### src/rtl/sha_rr_pkg.sv
package sha_rr_pkg;

    localparam int WORD_W     = 32;
    localparam int NUM_ROUNDS = 64;
    localparam int NUM_WORDS  = 8;
    localparam int HALF       = NUM_WORDS / 2;
    localparam int RND_W      = $clog2(NUM_ROUNDS);
    localparam int PTR_W      = $clog2(NUM_WORDS);
    localparam int ROT_FIRST  = NUM_ROUNDS - 3;

    typedef logic [WORD_W-1:0] word_t;

    typedef enum logic [1:0] {
        PH_IDLE,
        PH_LOAD,
        PH_ROUND
    } phase_t;

    // working variables that are kept in registers; the eighth is folded
    // into the precomputed sum and never stored
    typedef struct packed {
        word_t a;
        word_t b;
        word_t c;
        word_t d;
        word_t e;
        word_t f;
        word_t g;
    } wvars_t;

    function automatic word_t rotr(input word_t x, input int n);
        return (x >> n) | (x << (WORD_W - n));
    endfunction

    function automatic word_t big_s0(input word_t x);
        return rotr(x, 2) ^ rotr(x, 13) ^ rotr(x, 22);
    endfunction

    function automatic word_t big_s1(input word_t x);
        return rotr(x, 6) ^ rotr(x, 11) ^ rotr(x, 25);
    endfunction

    function automatic word_t choose(input word_t x, input word_t y, input word_t z);
        return (x & y) ^ (~x & z);
    endfunction

    function automatic word_t majority(input word_t x, input word_t y, input word_t z);
        return (x & y) ^ (x & z) ^ (y & z);
    endfunction

    function automatic word_t init_word(input int idx);
        case (idx)
            0:       return 32'h6a09e667;
            1:       return 32'hbb67ae85;
            2:       return 32'h3c6ef372;
            3:       return 32'ha54ff53a;
            4:       return 32'h510e527f;
            5:       return 32'h9b05688c;
            6:       return 32'h1f83d9ab;
            default: return 32'h5be0cd19;
        endcase
    endfunction

endpackage

### src/rtl/sha_rr_ctrl.sv
module sha_rr_ctrl
    import sha_rr_pkg::*;
(
    input  logic             clk,
    input  logic             rst,
    input  logic             start,
    input  logic             iv_wr,
    input  logic             rd_next,
    output phase_t           phase,
    output logic [RND_W-1:0] rnd,
    output logic             done,
    output logic [PTR_W-1:0] ptr,
    output logic             shift_en,
    output logic             take_iv,
    output logic             rot_step,
    output logic             fin_step,
    output logic [RND_W-1:0] sched_idx
);

    localparam logic [RND_W-1:0] LAST = RND_W'(NUM_ROUNDS - 1);
    localparam logic [RND_W-1:0] ROT0 = RND_W'(ROT_FIRST);

    logic idle;
    assign idle = (phase == PH_IDLE);

    always_ff @(posedge clk) begin
        if (rst) begin
            phase <= PH_IDLE;
            rnd   <= '0;
            done  <= 1'b0;
            ptr   <= '0;
        end else begin
            case (phase)
                PH_IDLE: begin
                    if (start) begin
                        phase <= PH_LOAD;
                        done  <= 1'b0;
                    end else if (iv_wr || rd_next) begin
                        ptr <= ptr + 1'b1;
                    end
                end
                PH_LOAD: begin
                    phase <= PH_ROUND;
                    rnd   <= '0;
                end
                PH_ROUND: begin
                    if (rnd == LAST) begin
                        phase <= PH_IDLE;
                        done  <= 1'b1;
                    end else begin
                        rnd <= rnd + 1'b1;
                    end
                end
                default: phase <= PH_IDLE;
            endcase
        end
    end

    always_comb begin
        shift_en  = idle && !start && (iv_wr || rd_next);
        take_iv   = iv_wr;
        rot_step  = (phase == PH_ROUND) && (rnd >= ROT0) && (rnd != LAST);
        fin_step  = (phase == PH_ROUND) && (rnd == LAST);
        sched_idx = (phase == PH_LOAD) ? '0 : rnd + 1'b1;
    end

endmodule

### src/rtl/sha_rr_pre.sv
module sha_rr_pre
    import sha_rr_pkg::*;
(
    input  logic  clk,
    input  logic  rst,
    input  logic  load,
    input  word_t h_seed,
    input  word_t g_cur,
    input  word_t k_in,
    input  word_t w_in,
    output word_t p_q
);

    word_t h_src;
    assign h_src = load ? h_seed : g_cur;

    // first pipeline stage: next round's h + K + W
    always_ff @(posedge clk) begin
        if (rst) p_q <= '0;
        else     p_q <= h_src + k_in + w_in;
    end

endmodule

### src/rtl/sha_rr_round.sv
module sha_rr_round
    import sha_rr_pkg::*;
(
    input  wvars_t vars,
    input  word_t  p_sum,
    input  logic   zero_ops,
    input  word_t  inj_a,
    input  word_t  inj_e,
    output word_t  a_new,
    output word_t  e_new
);

    wvars_t v;
    word_t  p;
    word_t  t1;

    always_comb begin
        v     = zero_ops ? '0 : vars;
        p     = zero_ops ? '0 : p_sum;
        t1    = p + big_s1(v.e) + choose(v.e, v.f, v.g);
        a_new = t1 + big_s0(v.a) + majority(v.a, v.b, v.c) + inj_a;
        e_new = t1 + v.d + inj_e;
    end

endmodule

### src/rtl/sha_rr_digest.sv
module sha_rr_digest
    import sha_rr_pkg::*;
(
    input  logic  clk,
    input  logic  rst,
    input  logic  shift_en,
    input  logic  take_iv,
    input  word_t iv_word,
    input  logic  rot_step,
    input  logic  fin_step,
    input  word_t tail_a,
    input  word_t tail_e,
    input  word_t new_a,
    input  word_t new_e,
    output word_t dw_o [NUM_WORDS]
);

    word_t dw     [NUM_WORDS];
    word_t tail_v [2];
    word_t new_v  [2];
    word_t sum_v  [2];

    assign tail_v[0] = tail_a;
    assign tail_v[1] = tail_e;
    assign new_v[0]  = new_a;
    assign new_v[1]  = new_e;

    // one adder per half, always reading the last word of that half
    for (genvar h = 0; h < 2; h++) begin : g_add
        assign sum_v[h] = tail_v[h] + dw[h*HALF + HALF - 1];
    end

    for (genvar i = 0; i < NUM_WORDS; i++) begin : g_word
        localparam int  H       = i / HALF;
        localparam int  J       = i % HALF;
        localparam int  BASE    = H * HALF;
        localparam int  NXT     = (i + 1) % NUM_WORDS;
        localparam int  PRV     = BASE + ((J + HALF - 1) % HALF);
        localparam int  FSRC    = BASE + ((J + HALF - 2) % HALF);
        localparam bit  IS_TAIL = (i == NUM_WORDS - 1);

        always_ff @(posedge clk) begin
            if (rst) begin
                dw[i] <= init_word(i);
            end else if (shift_en) begin
                dw[i] <= (IS_TAIL && take_iv) ? iv_word : dw[NXT];
            end else if (rot_step) begin
                dw[i] <= (J == 0) ? sum_v[H] : dw[PRV];
            end else if (fin_step) begin
                dw[i] <= (J == 0) ? new_v[H] : ((J == 1) ? sum_v[H] : dw[FSRC]);
            end
        end
    end

    assign dw_o = dw;

endmodule

### src/rtl/sha_rr_core.sv
module sha_rr_core
    import sha_rr_pkg::*;
(
    input  logic        clk,
    input  logic        rst,
    input  logic        start,
    input  logic        iv_wr,
    input  logic [31:0] iv_word,
    input  logic        rd_next,
    input  logic [31:0] w_in,
    input  logic [31:0] k_in,
    output logic [5:0]  sched_idx,
    output logic [31:0] dig_word,
    output logic [2:0]  dig_ptr,
    output logic        done
);

    phase_t           phase;
    logic [RND_W-1:0] rnd;
    logic             shift_en;
    logic             take_iv;
    logic             rot_step;
    logic             fin_step;
    logic             in_load;
    logic             in_round;
    wvars_t           vars;
    word_t            p_q;
    word_t            a_new;
    word_t            e_new;
    word_t            inj_a;
    word_t            inj_e;
    word_t            dw [NUM_WORDS];

    sha_rr_ctrl u_ctrl (
        .clk       (clk),
        .rst       (rst),
        .start     (start),
        .iv_wr     (iv_wr),
        .rd_next   (rd_next),
        .phase     (phase),
        .rnd       (rnd),
        .done      (done),
        .ptr       (dig_ptr),
        .shift_en  (shift_en),
        .take_iv   (take_iv),
        .rot_step  (rot_step),
        .fin_step  (fin_step),
        .sched_idx (sched_idx)
    );

    assign in_load  = (phase == PH_LOAD);
    assign in_round = (phase == PH_ROUND);

    sha_rr_pre u_pre (
        .clk    (clk),
        .rst    (rst),
        .load   (in_load),
        .h_seed (dw[NUM_WORDS-1]),
        .g_cur  (vars.g),
        .k_in   (k_in),
        .w_in   (w_in),
        .p_q    (p_q)
    );

    // chaining words enter the first and fifth sums: at load they seed the
    // variables, in the last round they are the digest addition
    always_comb begin
        if (in_load) begin
            inj_a = dw[0];
            inj_e = dw[HALF];
        end else if (fin_step) begin
            inj_a = dw[HALF-2];
            inj_e = dw[NUM_WORDS-2];
        end else begin
            inj_a = '0;
            inj_e = '0;
        end
    end

    sha_rr_round u_round (
        .vars     (vars),
        .p_sum    (p_q),
        .zero_ops (in_load),
        .inj_a    (inj_a),
        .inj_e    (inj_e),
        .a_new    (a_new),
        .e_new    (e_new)
    );

    always_ff @(posedge clk) begin
        if (rst) begin
            vars <= '0;
        end else if (in_load) begin
            vars <= '{a: a_new, b: dw[1], c: dw[2], d: dw[3],
                      e: e_new, f: dw[5], g: dw[6]};
        end else if (in_round) begin
            vars <= '{a: a_new, b: vars.a, c: vars.b, d: vars.c,
                      e: e_new, f: vars.e, g: vars.f};
        end
    end

    sha_rr_digest u_digest (
        .clk      (clk),
        .rst      (rst),
        .shift_en (shift_en),
        .take_iv  (take_iv),
        .iv_word  (iv_word),
        .rot_step (rot_step),
        .fin_step (fin_step),
        .tail_a   (vars.a),
        .tail_e   (vars.e),
        .new_a    (a_new),
        .new_e    (e_new),
        .dw_o     (dw)
    );

    assign dig_word = dw[0];

endmodule

### config.mk
export PLATFORM = sky130hd
export DESIGN_NAME = sha_rr_core
export DESIGN_NICKNAME = d
export VERILOG_FILES = /design/src/rtl/sha_rr_pkg.sv /design/src/rtl/sha_rr_ctrl.sv /design/src/rtl/sha_rr_pre.sv /design/src/rtl/sha_rr_round.sv /design/src/rtl/sha_rr_digest.sv /design/src/rtl/sha_rr_core.sv
export SDC_FILE = /design/constraint.sdc
export NUM_CORES = 2
export LEC_CHECK = 0
export ABC_AREA = 0
export BUFFER_PORTS_ARGS = -buffer_cell sky130_fd_sc_hd__buf_4
export CAP_MARGIN = 10
export CORE_MARGIN = 4
export CORE_UTILIZATION = 47
export CTS_CLUSTER_SIZE = 20
export DETAILED_ROUTE_END_ITERATION = 16
export SETUP_SLACK_MARGIN = 0.1
export SYNTH_ARGS = -nofsm -noshare
export SYNTH_HDL_FRONTEND = slang
export SYNTH_SLANG_ARGS = --single-unit
### constraint.sdc
create_clock -name clk -period 9.8 [get_ports clk]
set_clock_uncertainty 0.15 [all_clocks]
set_input_delay 0.98 -clock clk [delete_from_list [all_inputs] [get_ports clk]]
set_output_delay 0.98 -clock clk [all_outputs]
set_load 0.01 [all_outputs]
Word-level counts from Yosys, hierarchy flattened
Index checks and enable logic that the tools add are counted.
{ "word_totals": {"regBits": 524, "elab_cells": 119} }
{ "op_classes": {"add_sub_neg": 13, "magnitude_cmp": 1, "eq_ne": 7, "muxes": 43, "n_bitwise": 20, "n_reduce_logical": 15} }
{ "ops": {"columns": ["cell", "count"], "rows": [
  ["$mux 32", 31],
  ["$mux 224", 3],
  ["$add 32x32->32", 11],
  ["$xor 32x32->32", 7],
  ["$and 32x32->32", 5],
  ["$not 32->32", 1],
  ["$or 10x32->32", 1],
  ["$or 19x32->32", 1],
  ["$or 21x32->32", 1],
  ["$or 26x32->32", 1],
  ["$or 30x32->32", 1],
  ["$or 7x32->32", 1],
  ["$mux 6", 2],
  ["$pmux 6 s2", 1],
  ["$add 6x1->6 const B", 1],
  ["$eq 6x6->1 const B", 1],
  ["$ge 6x6->1 const B", 1],
  ["$ne 6x6->1 const B", 1],
  ["$pmux 2 s3", 1],
  ["$reduce_and 3->1", 2],
  ["$logic_and 1x1->1", 5],
  ["$mux 2", 2],
  ["$ne 2x2->1 const B", 2],
  ["$reduce_and 2->1", 2],
  ["12 further kinds", 14]
]} }

Depth between registers and ports, before layout
{ "logic_depth": {"depth_word": 13, "mapped_depth": 33, "ltp_nobuf": 30} }

By module
From an unflattened synthesis, not the netlist that was laid out.
{ "unflattened": {"cells_unflattened": 5033, "area_unflattened_um2": 42122.9} }
{ "by_module_without_submodules": {"columns": ["module", "instances", "cells_each", "area_per_inst_um2", "seq_area_each_um2"], "rows": [
  ["sha_rr_digest", 1, 2196, 17012.6, 5124.9],
  ["sha_rr_round", 1, 1371, 10558.9, 0.0],
  ["sha_rr_core", 1, 1001, 10276.1, 4484.3],
  ["sha_rr_pre", 1, 365, 3488.3, 640.6],
  ["sha_rr_ctrl", 1, 100, 787.0, 240.2]
]} }

Least setup slack after synthesis
No wires, ideal clock.
{ "synth_path": {"path_type": "register to register", "from": "register u_ctrl.phase[1]", "to": "register u_digest.dw (netlist bit u_digest.dw_o[254])", "arrival_ns": 7.563, "setup_slack_ns": 1.968, "path_stages_with_launch": 33, "synth_period_minus_slack_ns": 7.832, "cell_sequence": "dfxtp_1 inv_1 ha_1 clkbuf_1 clkbuf_1 clkbuf_1 buf_1 nor2_1 fa_1 ha_1 fa_1 a211o_1 a2111oi_2 or3_1 nand2_1 a31oi_1 o21ai_0 a21o_1 a21oi_1 xnor2_1 fa_1 ha_1 clkbuf_1 nand2_1 o21ai_0 a311oi_1 o22ai_1 a41o_1 o31a_1 mux2_2 a21oi_1 a211oi_1 a211o_1"} }
{ "synth_via": {"elab_chain_len": 13} }
{ "synth_lines": {"columns": ["item", "line", "text"], "rows": [
  ["start: declaration", "sha_rr_ctrl.sv:9", "output phase_t phase,"],
  ["start signal: assignment", "sha_rr_ctrl.sv:28", "phase <= PH_IDLE;"],
  ["start signal: assignment", "sha_rr_ctrl.sv:36", "phase <= PH_LOAD;"],
  ["start signal: assignment", "sha_rr_ctrl.sv:43", "phase <= PH_ROUND;"],
  ["$eq 2x1->1", "sha_rr_core.sv:51", "assign in_load = (phase == PH_LOAD);"],
  ["$mux 224", "sha_rr_round.sv:18", "v = zero_ops ? '0 : vars;"],
  ["$or 26x32->32 or $or 21x32->32 (tied branches)", "sha_rr_pkg.sv:32", "return (x >> n) | (x << (WORD_W - n));"],
  ["$xor 32x32->32 (2 in a row)", "sha_rr_pkg.sv:40", "return rotr(x, 6) ^ rotr(x, 11) ^ rotr(x, 25);"],
  ["$add 32x32->32 (2 in a row)", "sha_rr_round.sv:20", "t1 = p + big_s1(v.e) + choose(v.e, v.f, v.g);"],
  ["$add 32x32->32 (3 in a row)", "sha_rr_round.sv:21", "a_new = t1 + big_s0(v.a) + majority(v.a, v.b, v.c) + inj_a;"],
  ["$mux 32", "sha_rr_digest.sv:49", "end else if (fin_step) begin"],
  ["$mux 32", "sha_rr_digest.sv:47", "end else if (rot_step) begin"],
  ["$mux 32", "sha_rr_digest.sv:45", "end else if (shift_en) begin"],
  ["end signal: indexed assignment", "sha_rr_digest.sv:46", "dw[i] <= (IS_TAIL && take_iv) ? iv_word : dw[NXT];"],
  ["end signal: indexed assignment", "sha_rr_digest.sv:48", "dw[i] <= (J == 0) ? sum_v[H] : dw[PRV];"],
  ["end signal: indexed assignment", "sha_rr_digest.sv:50", "dw[i] <= (J == 0) ? new_v[H] : ((J == 1) ? sum_v[H] : dw[FSRC]);"],
  ["end: declaration", "sha_rr_digest.sv:18", "word_t dw [NUM_WORDS];"]
]} }
Parallel ways exist; a longest one is shown, timed or not. The select of a mux whose other input is x is not followed.
A chain may end at the register's enable or synchronous reset.

Worst setup path in the final report
Ends and elaborated chain as after synthesis.

==> results.md <==
* Yosys Warn Count at 0
* Initial antenna violation count at 1
* Slowest cell on the critical path: inv_4
* Hold Buf Count CTS at 0
* Die W at 303 um
* Number of flops mapped to enable cells by yosys at 0
* # rows at 108
* CTS tree: yes
* First-pass GRT wire length at 218,000 um
* RSZ-0062 raised after global routing: no
* Post-Syn Instances at 5,296
* DP Area at 42,200 um^2
* Fill cells at 8,484
* Fmax at 119 MHz
* Pwr/cell area at 447 nW/um^2
* Maximum vdd drop at 0.340 mV
* Final hold vios at 0
* CTS max path bufs at 3
* Final Slew Violations at 0
* Die Area at 92,000 um^2
* Root buffer cell: clkbuf_16
* Final min period at 8.40 ns
* Vias per cell at 6.00
* Reg clk slew, reported paths at 0.06 ns
* Initial Utilization at 0.473
* #FFs+latches synth at 524
* Largest area contributor in the netlist: dfxtp_1
* Post-Syn Area at 41,000 um^2
* Total number of vias at 37,840
* Routed Antenna Nets at 0
* TritonCTS Sinks at 524
* Final setup vio count at 0
* Htree depth at 2
* Final core utilization at 0.512
* Syn_nets at 5,748
* Core area at 86,600 um^2
* Rel. slew slack at 0.262
* Hpwl dp at 104,000 um
* Ranking of synthesized cells by area: dfxtp_1, fa_1, nand2_1, nor2_1, ha_1
* Total gr overflow at 0
* Setup TNS at 0 ns
* Status: finished clean
* Post-synth cell types at 88
* Vias in the first global route at 34,999
* P&R area growth vs syn at 8.26%
* Buffers & Inverters on Critical Path at 3
* Num CTS Buffers at 60
* LEAKAGE at 0.0184 uW
* Worst Path Arrival at 8.78 ns
* Logic depth of the worst setup path including buffers at 28
* Synth top area share at 0.256
* Final antenna diode count at 0
* Top delay family on crit path: compound AO/OA/AOI/OAI gates
* First-pass iteration count of the detailed router at 6
* Req. time, crit path at 10.18 ns
* GRT Util Overall at 0.306
* Count of buffers from port buffering at 142
* Residual DRC at 0
* GPL Wtd Cong at 0.960
* Die H at 303 um
* Fin crit share at 0.857
* Ports at 143
* Worst Hold Class: flip-flop to flip-flop
* Primary FF master, synth: dfxtp_1
* Post-synth ARST share at 0
* Net count, final at 5,556
* Crit path launch type: flip-flop
* Post-route cell area at 44,400 um^2
* Worst path max stage delay at 0.62 ns
* Hold depth at 2
* Largest net degree at the start of global routing at 162
* Number of setup buffers added after CTS at 0
* Max cap viols at 0
* Worst setup EP type: flip-flop
* Layout cells sized above 1 at 0.0761
* Critical path type: flip-flop to flip-flop
* DRT iter0 DRCs at 3,481
* Path depth of the worst reg2reg path at 28
* Routed len/inst at 23.0 um
* Slew @ Worst Pin at 1.10 ns
* Routed wire length at 145,000 um
* Register area share after synthesis at 0.256
* Syn Area/Cell at 7.74 um^2
* Post-cts sizing count at 0
* Worst-Skew Late Latency at 0.65 ns
* Worst Path Max Fanout at 87
per-stage QoR:
stage               power, uW  hold slack (ns)  worst slack, ns  cells
finish                  19800            0.326             1.40   6307
global route            21400            0.357            0.914   6307
CTS                     19700            0.327             1.54   6307
detailed placement      17100            0.319             1.58   6197
global placement        17000            0.316             1.71   6197
floorplan               13400            0.303             1.97   5296
flip-flops by register name, indices dropped and copies added, names as in the netlist:
signal,count
u_ctrl.rnd,6
u_digest.dw_o,256
u_ctrl.done,1
u_ctrl.phase,2
u_ctrl.ptr,3
u_pre.p_q,32
vars,224
synth_stat cells, types with 152 or more instances:
library cell / n
nand2_1: 775
a21oi_1: 421
a211oi_1: 244
a311oi_1: 152
o21ai_0: 230
nor2_1: 639
fa_1: 160
ha_1: 191
dfxtp_1: 524
xnor2_1: 213
mux2i_1: 227
clkbuf_1: 365
inv_1: 241
where the power goes:
part	internal (uW)	leakage (uW)	switching, uW
clock	1480	0.00104	1000
combinational	5350	0.0130	8520
sequential	2690	0.00432	771
total	9520	0.0184	10300
path summary, 6_finish.rpt:
check                                      from            endpoint  slack (ns)
worst min register to register    u_ctrl.ptr[1]       u_ctrl.ptr[1]        0.33
worst max register to register  u_ctrl.phase[1]  u_digest.dw_o[254]        1.40
worst min-delay path              u_ctrl.ptr[1]       u_ctrl.ptr[1]        0.33
worst max-delay path            u_ctrl.phase[1]  u_digest.dw_o[254]        1.40
per-layer routing:
metal / wire (um) / share of wire / GRT usage
met3: 9190 / 0.063 / 0.0367
met2: 66800 / 0.46 / 0.499
met4: 6390 / 0.044 / 0.122
met1: 62800 / 0.43 / 0.414
met5: 0 / 0 / 0
placed cells by master, fill, tap and decap left out, types with 152 or more instances in the layout:
| master | Yosys | layout |
|---|---|---|
| a211oi_1 | 244 | 244 |
| a21oi_1 | 421 | 420 |
| a311oi_1 | 152 | 152 |
| buf_4 | 32 | 182 |
| dfxtp_1 | 524 | 524 |
| fa_1 | 160 | 160 |
| ha_1 | 191 | 189 |
| inv_1 | 241 | 241 |
| mux2i_1 | 227 | 227 |
| nand2_1 | 775 | 775 |
| nor2_1 | 639 | 636 |
| o21ai_0 | 230 | 230 |
| xnor2_1 | 213 | 213 |
logic make-up after synthesis:
group                      share of synthesized area
AOI/OAI and AO/OA                              0.228
xor gates and xnor gates                      0.0645
adders and majority gates                      0.137
buffers and inverters                         0.0661
DFF                                            0.256
muxes                                         0.0708
and+or+nand+nor                                0.177
final cells by class:
class / instances / area, um^2 / share of cell area
clock buffers: 82 / 1750 / 0.0393
flip-flops and latches: 524 / 10500 / 0.236
inverters: 243 / 917 / 0.0207
clock inverters: 28 / 394 / 0.00888
repair buffers: 189 / 1500 / 0.0338
well taps: 1155 / 1450 / 0.0326
multi-input cells: 4086 / 27900 / 0.628
tightest hold or removal path, cell delays in order (launching register included):
cell     delay, ns
dfxtp_1       0.32
nand2_1       0.06
a21oi_1       0.05
Power figures use the tool's default switching activity.
